File: src/rtl/brg_pkg.sv
package brg_pkg;
  typedef enum logic [1:0] {
    ST_OWNED      = 2'd0,
    ST_RELEASING  = 2'd1,
    ST_GRANTED    = 2'd2,
    ST_RECLAIMING = 2'd3
  } brg_state_t;
endpackage

File: src/rtl/brg_sync.sv
module brg_sync #(
  parameter int STAGES = 2
) (
  input  logic clk,
  input  logic rst_n,
  input  logic req_n_raw,
  output logic req_sync
);
  localparam int LAST = STAGES - 1;

  logic [LAST:0] chain;

  generate
    if (STAGES == 1) begin : g_single
      always_ff @(posedge clk or negedge rst_n) begin
        if (!rst_n) chain <= '0;
        else        chain <= ~req_n_raw;
      end
    end else begin : g_multi
      always_ff @(posedge clk or negedge rst_n) begin
        if (!rst_n) chain <= '0;
        else        chain <= {chain[LAST-1:0], ~req_n_raw};
      end
    end
  endgenerate

  assign req_sync = chain[LAST];
endmodule

File: src/rtl/brg_qualify.sv
module brg_qualify #(
  parameter int QUAL_CYCLES = 2
) (
  input  logic clk,
  input  logic rst_n,
  input  logic req_sync,
  output logic recognised
);
  generate
    if (QUAL_CYCLES <= 1) begin : g_direct
      assign recognised = req_sync;
    end else begin : g_count
      localparam int CW = $clog2(QUAL_CYCLES);
      localparam logic [CW-1:0] LIMIT = CW'(QUAL_CYCLES - 1);
      logic [CW-1:0] run_len;

      always_ff @(posedge clk or negedge rst_n) begin
        if (!rst_n)           run_len <= '0;
        else if (!req_sync)   run_len <= '0;
        else if (run_len != LIMIT) run_len <= run_len + 1'b1;
      end

      assign recognised = req_sync && (run_len == LIMIT);
    end
  endgenerate
endmodule

File: src/rtl/brg_fsm.sv
module brg_fsm
  import brg_pkg::*;
(
  input  logic clk,
  input  logic rst_n,
  input  logic recognised,
  output logic bg_n,
  output logic strobe_oe,
  output logic core_hold
);
  brg_state_t state, state_nx;

  always_comb begin
    state_nx = state;
    unique case (state)
      ST_OWNED:      if (recognised) state_nx = ST_RELEASING;
      ST_RELEASING:  state_nx = recognised ? ST_GRANTED : ST_OWNED;
      ST_GRANTED:    if (!recognised) state_nx = ST_RECLAIMING;
      ST_RECLAIMING: state_nx = ST_OWNED;
      default:       state_nx = ST_OWNED;
    endcase
  end

  always_ff @(posedge clk or negedge rst_n) begin
    if (!rst_n) state <= ST_OWNED;
    else        state <= state_nx;
  end

  assign bg_n      = (state != ST_GRANTED);
  assign strobe_oe = (state == ST_OWNED);
  assign core_hold = (state != ST_OWNED);
endmodule

File: src/rtl/bus_grant_ctrl.sv
module bus_grant_ctrl #(
  parameter int SYNC_STAGES = 2,
  parameter int QUAL_CYCLES = 2
) (
  input  logic clk,
  input  logic rst_n,
  input  logic br_n,
  output logic bg_n,
  output logic strobe_oe,
  output logic core_hold
);
  logic req_sync;
  logic recognised;

  brg_sync #(.STAGES(SYNC_STAGES)) u_sync (
    .clk(clk), .rst_n(rst_n), .req_n_raw(br_n), .req_sync(req_sync)
  );

  brg_qualify #(.QUAL_CYCLES(QUAL_CYCLES)) u_qual (
    .clk(clk), .rst_n(rst_n), .req_sync(req_sync), .recognised(recognised)
  );

  brg_fsm u_fsm (
    .clk(clk), .rst_n(rst_n), .recognised(recognised),
    .bg_n(bg_n), .strobe_oe(strobe_oe), .core_hold(core_hold)
  );
endmodule

File: config.mk
export PLATFORM = sky130hd
export DESIGN_NAME = bus_grant_ctrl
export DESIGN_NICKNAME = d
export VERILOG_FILES = /design/src/rtl/brg_pkg.sv /design/src/rtl/brg_sync.sv /design/src/rtl/brg_qualify.sv /design/src/rtl/brg_fsm.sv /design/src/rtl/bus_grant_ctrl.sv
export SDC_FILE = /design/constraint.sdc
export NUM_CORES = 1
export LEC_CHECK = 0
export ABC_AREA = 1
export BUFFER_PORTS_ARGS = -buffer_cell sky130_fd_sc_hd__buf_2
export CAP_MARGIN = 10
export CORE_AREA = 2 2 39 41
export CTS_CLUSTER_SIZE = 8
export DETAILED_ROUTE_END_ITERATION = 7
export DIE_AREA = 0 0 41 43
export GPL_ROUTABILITY_DRIVEN = 0
export PLACE_DENSITY = 0.3
export SYNTH_ARGS = -nofsm -noshare
export SYNTH_HDL_FRONTEND = slang
export SYNTH_SLANG_ARGS = --single-unit
File: constraint.sdc
create_clock -name clk -period 0.9 [get_ports clk]
set_input_delay 0.09 -clock clk [delete_from_list [all_inputs] [get_ports clk]]
set_output_delay 0.09 -clock clk [all_outputs]
set_load 0.01 [all_outputs]
# ---- After elaboration in Yosys (flattened, before gate mapping)
# Cells that the tools add are included.
dict set report totals {
  output_inout_bits 3
  ff_bits 5
  elab_cells 21
  input_bits 3
}
dict set report classes {
  reduce_logical 4
  muxes 6
  bitwise 1
  n_addsub 1
  n_eq_ne 6
}
# cell n
set ops {}
lappend ops {{2-bit case mux with 4 select lines} 1}
lappend ops {{2-bit two-way mux} 3}
lappend ops {{2-bit equality test, second input constant} 2}
lappend ops {{2-bit inequality test, second input constant} 2}
lappend ops {{2-bit by 1-bit equality test with 1-bit output, second input constant} 1}
lappend ops {{2-bit logical NOT} 1}
lappend ops {{1-bit two-way mux} 2}
lappend ops {{2-bit by 1-bit inequality test with 1-bit output, second input constant} 1}
lappend ops {{2-bit AND reduction} 1}
lappend ops {{2-bit nonzero test} 1}
lappend ops {{1-bit adder, second input constant} 1}
lappend ops {{1-bit logical AND} 1}
lappend ops {{1-bit NOT} 1}

# ---- Depth between registers and ports, before layout
dict set report depth {
  ltp_word 3
  mapped_depth 3
  depth_no_buf 3
}

# ---- Modules after synthesis
# Synthesis repeated with hierarchy kept, for this count alone.
dict set report hier_totals {
  cells_unflattened 19
  area_unflattened_um2 181.4
}
# mod n_inst area_each_um2 seq_area_each_um2 cells_per_inst
set by_module_without_submodules {}
lappend by_module_without_submodules {brg_fsm 1 95.1 50.0 13}
lappend by_module_without_submodules {brg_sync 1 53.8 50.0 3}
lappend by_module_without_submodules {brg_qualify 1 32.5 25.0 3}

# ---- Least setup slack after synthesis
# OpenSTA, ideal clock, no wires.
dict set report synth_path {
  path_kind {reg2out}
  from {reg (tool-made name)}
  to {out core_hold}
  path_buffers 0
  t_required_ns 0.810
  path_stages_with_launch 3
  setup_slack_ns 0.101
  arrival_time_ns 0.709
  cell_sequence {dfrtp_1 -> nor2_1 -> inv_1}
}
# item line
set synth_lines {}
lappend synth_lines {{end, declared} bus_grant_ctrl.sv:10} ;# output logic core_hold

# ---- Worst setup path after layout
dict set report layout_path {
  from {reg u_fsm.state[0]}
  to {out core_hold}
}
dict set report layout_between {
  elab_chain_len 1
}
# item line
set layout_lines {}
lappend layout_lines {{start, declared} brg_fsm.sv:11} ;# brg_state_t state, state_nx;
lappend layout_lines {{start signal, assigned} brg_fsm.sv:26} ;# else state <= state_nx;
lappend layout_lines {{2-bit nonzero test} brg_fsm.sv:31} ;# assign core_hold = (state != ST_OWNED);
# No other way between the ends.

==> impl_metrics.xml <==
<?xml version="1.0" encoding="UTF-8"?>
<metrics>
  <group name="status">
    <metric name="run_status" unit="">complete, but fails checks</metric>
    <metric name="violated_checks" unit="">setup timing</metric>
  </group>
  <group name="logic_synthesis">
    <metric name="synth-compound-area-share" unit="">0.0286</metric>
    <metric name="synth.distinct_cells" unit="">7</metric>
    <metric name="synth_area" unit="um2">175</metric>
    <metric name="postSynthNetCount" unit="">20</metric>
    <metric name="syn_inst" unit="">17</metric>
    <metric name="synth.avg_cell_area" unit="um2">10.3</metric>
    <metric name="main_combinational_cell_family_by_area_after_synthesis" unit="">simple AND/OR/NAND/NOR gates</metric>
    <metric name="synthSimpleGateAreaFrac" unit="">0.171</metric>
    <metric name="synth_fa_ha_area_frac" unit="">0</metric>
    <metric name="synth.mux.area_fraction" unit="">0</metric>
    <metric name="seq_area_frac_synth" unit="">0.714</metric>
    <metric name="post_synth_xor_area_fraction" unit="">0</metric>
    <metric name="ys_ff_latch" unit="">5</metric>
    <metric name="yosys_warnings" unit="">0</metric>
  </group>
  <group name="global_routing">
    <metric name="first_global_vias" unit="">181</metric>
    <metric name="groute.usage.overall" unit="">0.0607</metric>
    <metric name="globalRouteOverflowTotal" unit="">0</metric>
    <metric name="pin_count_of_the_biggest_net_entering_global_routing" unit="">6</metric>
    <metric name="first_pass_grt_wire_length" unit="um">655</metric>
    <metric name="antenna_violations_before_repair" unit="">0</metric>
  </group>
  <group name="timing">
    <metric name="timing.final.max_slew_violations" unit="">0</metric>
    <metric name="slew_headroom" unit="">0.904</metric>
    <metric name="setup_viol" unit="">3</metric>
    <metric name="final_ws_setup" unit="ns">-0.114</metric>
    <metric name="max_freq" unit="MHz">986</metric>
    <metric name="clock_skew" unit="ns">0.00144</metric>
    <metric name="final-hold-violation-count" unit="">0</metric>
    <metric name="final_critical_delay_including_setup_and_external_delays" unit="ns">1.01</metric>
    <metric name="worstMarginPinSlew" unit="ns">0.143</metric>
    <metric name="timing.final.crit_share" unit="">1.13</metric>
    <metric name="fin_worst_hold_slack" unit="ns">0.190</metric>
    <metric name="rsz0062_at_grt" unit="">true</metric>
  </group>
  <group name="cells_and_area">
    <metric name="drive_above_1_share" unit="">0.406</metric>
    <metric name="final_core_util" unit="">0.216</metric>
    <metric name="diodes" unit="">0</metric>
    <metric name="area_growth_syn_to_layout" unit="%">70.7</metric>
    <metric name="finish.cell_count_without_fillers" unit="">48</metric>
    <metric name="layout_common_cells" unit="">dfrtp_1, buf_2, inv_1, buf_4</metric>
    <metric name="finish.net_count" unit="">36</metric>
    <metric name="post-route-cell-area" unit="um2">299</metric>
  </group>
  <group name="clock_tree">
    <metric name="htree_levels" unit="">1</metric>
    <metric name="cts-root-buf" unit="">clkbuf_4</metric>
    <metric name="cts_buffer_depth" unit="">2</metric>
    <metric name="clkTransAtPathRegs" unit="ns">0.04</metric>
    <metric name="tritoncts_num_sinks" unit="">5</metric>
    <metric name="numCtsBuffers" unit="">3</metric>
    <metric name="insertion_delay" unit="ns">0.24</metric>
    <metric name="tritoncts" unit="">done</metric>
  </group>
  <group name="critical_path">
    <metric name="worst_ep_required_time" unit="ns">0.81</metric>
    <metric name="cpPeakStageDelay" unit="ns">0.39</metric>
    <metric name="crit_fanout" unit="">3</metric>
    <metric name="ff2ff_setup_slack" unit="ns">0.05</metric>
    <metric name="critPathArrivalTime" unit="ns">0.92</metric>
    <metric name="crit_type" unit="">reg -&gt; out</metric>
    <metric name="critical-path-slowest-cell" unit="">dfrtp_1</metric>
    <metric name="critical_path.cell_chain" unit="">nor2_2 -&gt; inv_1 -&gt; buf_2</metric>
    <metric name="endpoint_kind" unit="">output pin</metric>
    <metric name="timing.critical_path.from_type" unit="">register</metric>
  </group>
  <group name="floorplanning">
    <metric name="die_h" unit="um">43</metric>
    <metric name="placement_rows" unit="">14</metric>
    <metric name="number_of_ports_placed_on_the_die_boundary" unit="">6</metric>
    <metric name="die-width" unit="um">41</metric>
    <metric name="design.core.area" unit="um2">1380</metric>
    <metric name="initial_utilization" unit="">0.127</metric>
    <metric name="design.die.area" unit="um2">1760</metric>
  </group>
  <group name="drt">
    <metric name="met1_length" unit="um">145</metric>
    <metric name="count_of_routing_violations_after_the_opening_detailed_route_iteration" unit="">2</metric>
    <metric name="drtAntennaViolNets" unit="">0</metric>
    <metric name="drt-wirelength-per-cell" unit="um">7.54</metric>
    <metric name="totalWireLength" unit="um">362</metric>
    <metric name="vias" unit="">157</metric>
    <metric name="drt-vias-per-instance" unit="">3.27</metric>
    <metric name="detailedRoute.firstPassIterationCount" unit="">2</metric>
    <metric name="wl_met2" unit="um">181</metric>
    <metric name="top_signal_layer_used" unit="">met3</metric>
    <metric name="met3_wirelength" unit="um">35</metric>
    <metric name="drc_errors" unit="">0</metric>
  </group>
  <group name="placement">
    <metric name="portBuffers" unit="">5</metric>
    <metric name="place_inst" unit="">38</metric>
    <metric name="post-dp-hpwl" unit="um">227</metric>
    <metric name="dpl_cell_area" unit="um2">220</metric>
  </group>
  <group name="power">
    <metric name="p_leak" unit="uW">0.000158</metric>
    <metric name="max-vdd-ir-drop" unit="mV">0.759</metric>
    <metric name="cell_pwr_density" unit="nW/um2">2940</metric>
  </group>
  <group name="min_path">
    <metric name="hold_path.class" unit="">in -&gt; async</metric>
  </group>
  <group name="flow_run">
    <metric name="drv.max_cap_violation_count" unit="">0</metric>
  </group>
</metrics>
power breakdown:
group / internal [uW] / switching [uW] / total [uW] / leakage (uW)
clock: 167 / 85.0 / 252 / 0.0000150
combinational: 170 / 148 / 318 / 0.0000821
sequential: 268 / 39.7 / 308 / 0.0000610
Yosys cell counts (all sizes together):
master / number / share of area
nand3: 1 / 0.029
dfrtp: 5 / 0.71
nor2: 2 / 0.043
nand4: 1 / 0.036
nand2: 3 / 0.064
inv: 4 / 0.086
a21oi: 1 / 0.029
area by class of cell:
class / count / area, um2
clock buffer: 4 / 26.3
fill: 150 / 1080
inverter: 4 / 15.0
multi-input combinational: 8 / 37.5
sequential: 5 / 125
tap: 16 / 20.0
timing repair buffer: 11 / 75.1
repair_timing:
action / CTS / global route
setup buffers: 3 / 1
hold endpoints to repair: 6 / 0
hold buffers: 2 / 0
endpoints found under the setup margin: 3 / 4
gates resized for setup: 1 / 0
path summary, 6_finish.rpt:
check,start,cells after the start,endpoint
worst max-delay path,u_fsm.state[0]$_DFFE_PN0P_,3,core_hold
worst min-delay path,rst_n,2,u_sync.chain[1]$_DFF_PN0_
worst max register to register,register,4,u_fsm.state[0]$_DFFE_PN0P_
worst min register to register,u_sync.chain[0]$_DFF_PN0_,0,u_sync.chain[1]$_DFF_PN0_
max in group asynchronous,rst_n,2,u_qual.g_count.run_len$_DFF_PN0_
min in group clk,u_sync.chain[0]$_DFF_PN0_,0,u_sync.chain[1]$_DFF_PN0_
critical path, delay by kind of cell (launching register included):
kind	cells	cell delay (ns)
simple gates	1	0.13
flops	1	0.39
buf+inv	2	0.17
per-layer routing:
| layer | track usage | up-vias |
|---|---|---|
| li1 | - | 81 |
| met1 | 0.0559 | 70 |
| met2 | 0.0875 | 6 |
| met3 | 0.0471 | 0 |
| met4 | 0.0400 | 0 |
| met5 | 0 | - |
cell families after synthesis:
logic type / Yosys count
simple gates: 7
buf+inv: 4
compound gates: 1
flops: 5
stage by stage:
step,total power [uW],worst slack (ns),setup TNS (ns)
after floorplan,426,0.101,0
after global placement,518,0.112,0
after detailed placement,521,0.0932,0
after CTS,874,-0.129,-0.323
after global routing,967,-0.179,-0.500
final,878,-0.114,-0.297
(Power assumes the default switching activity.)
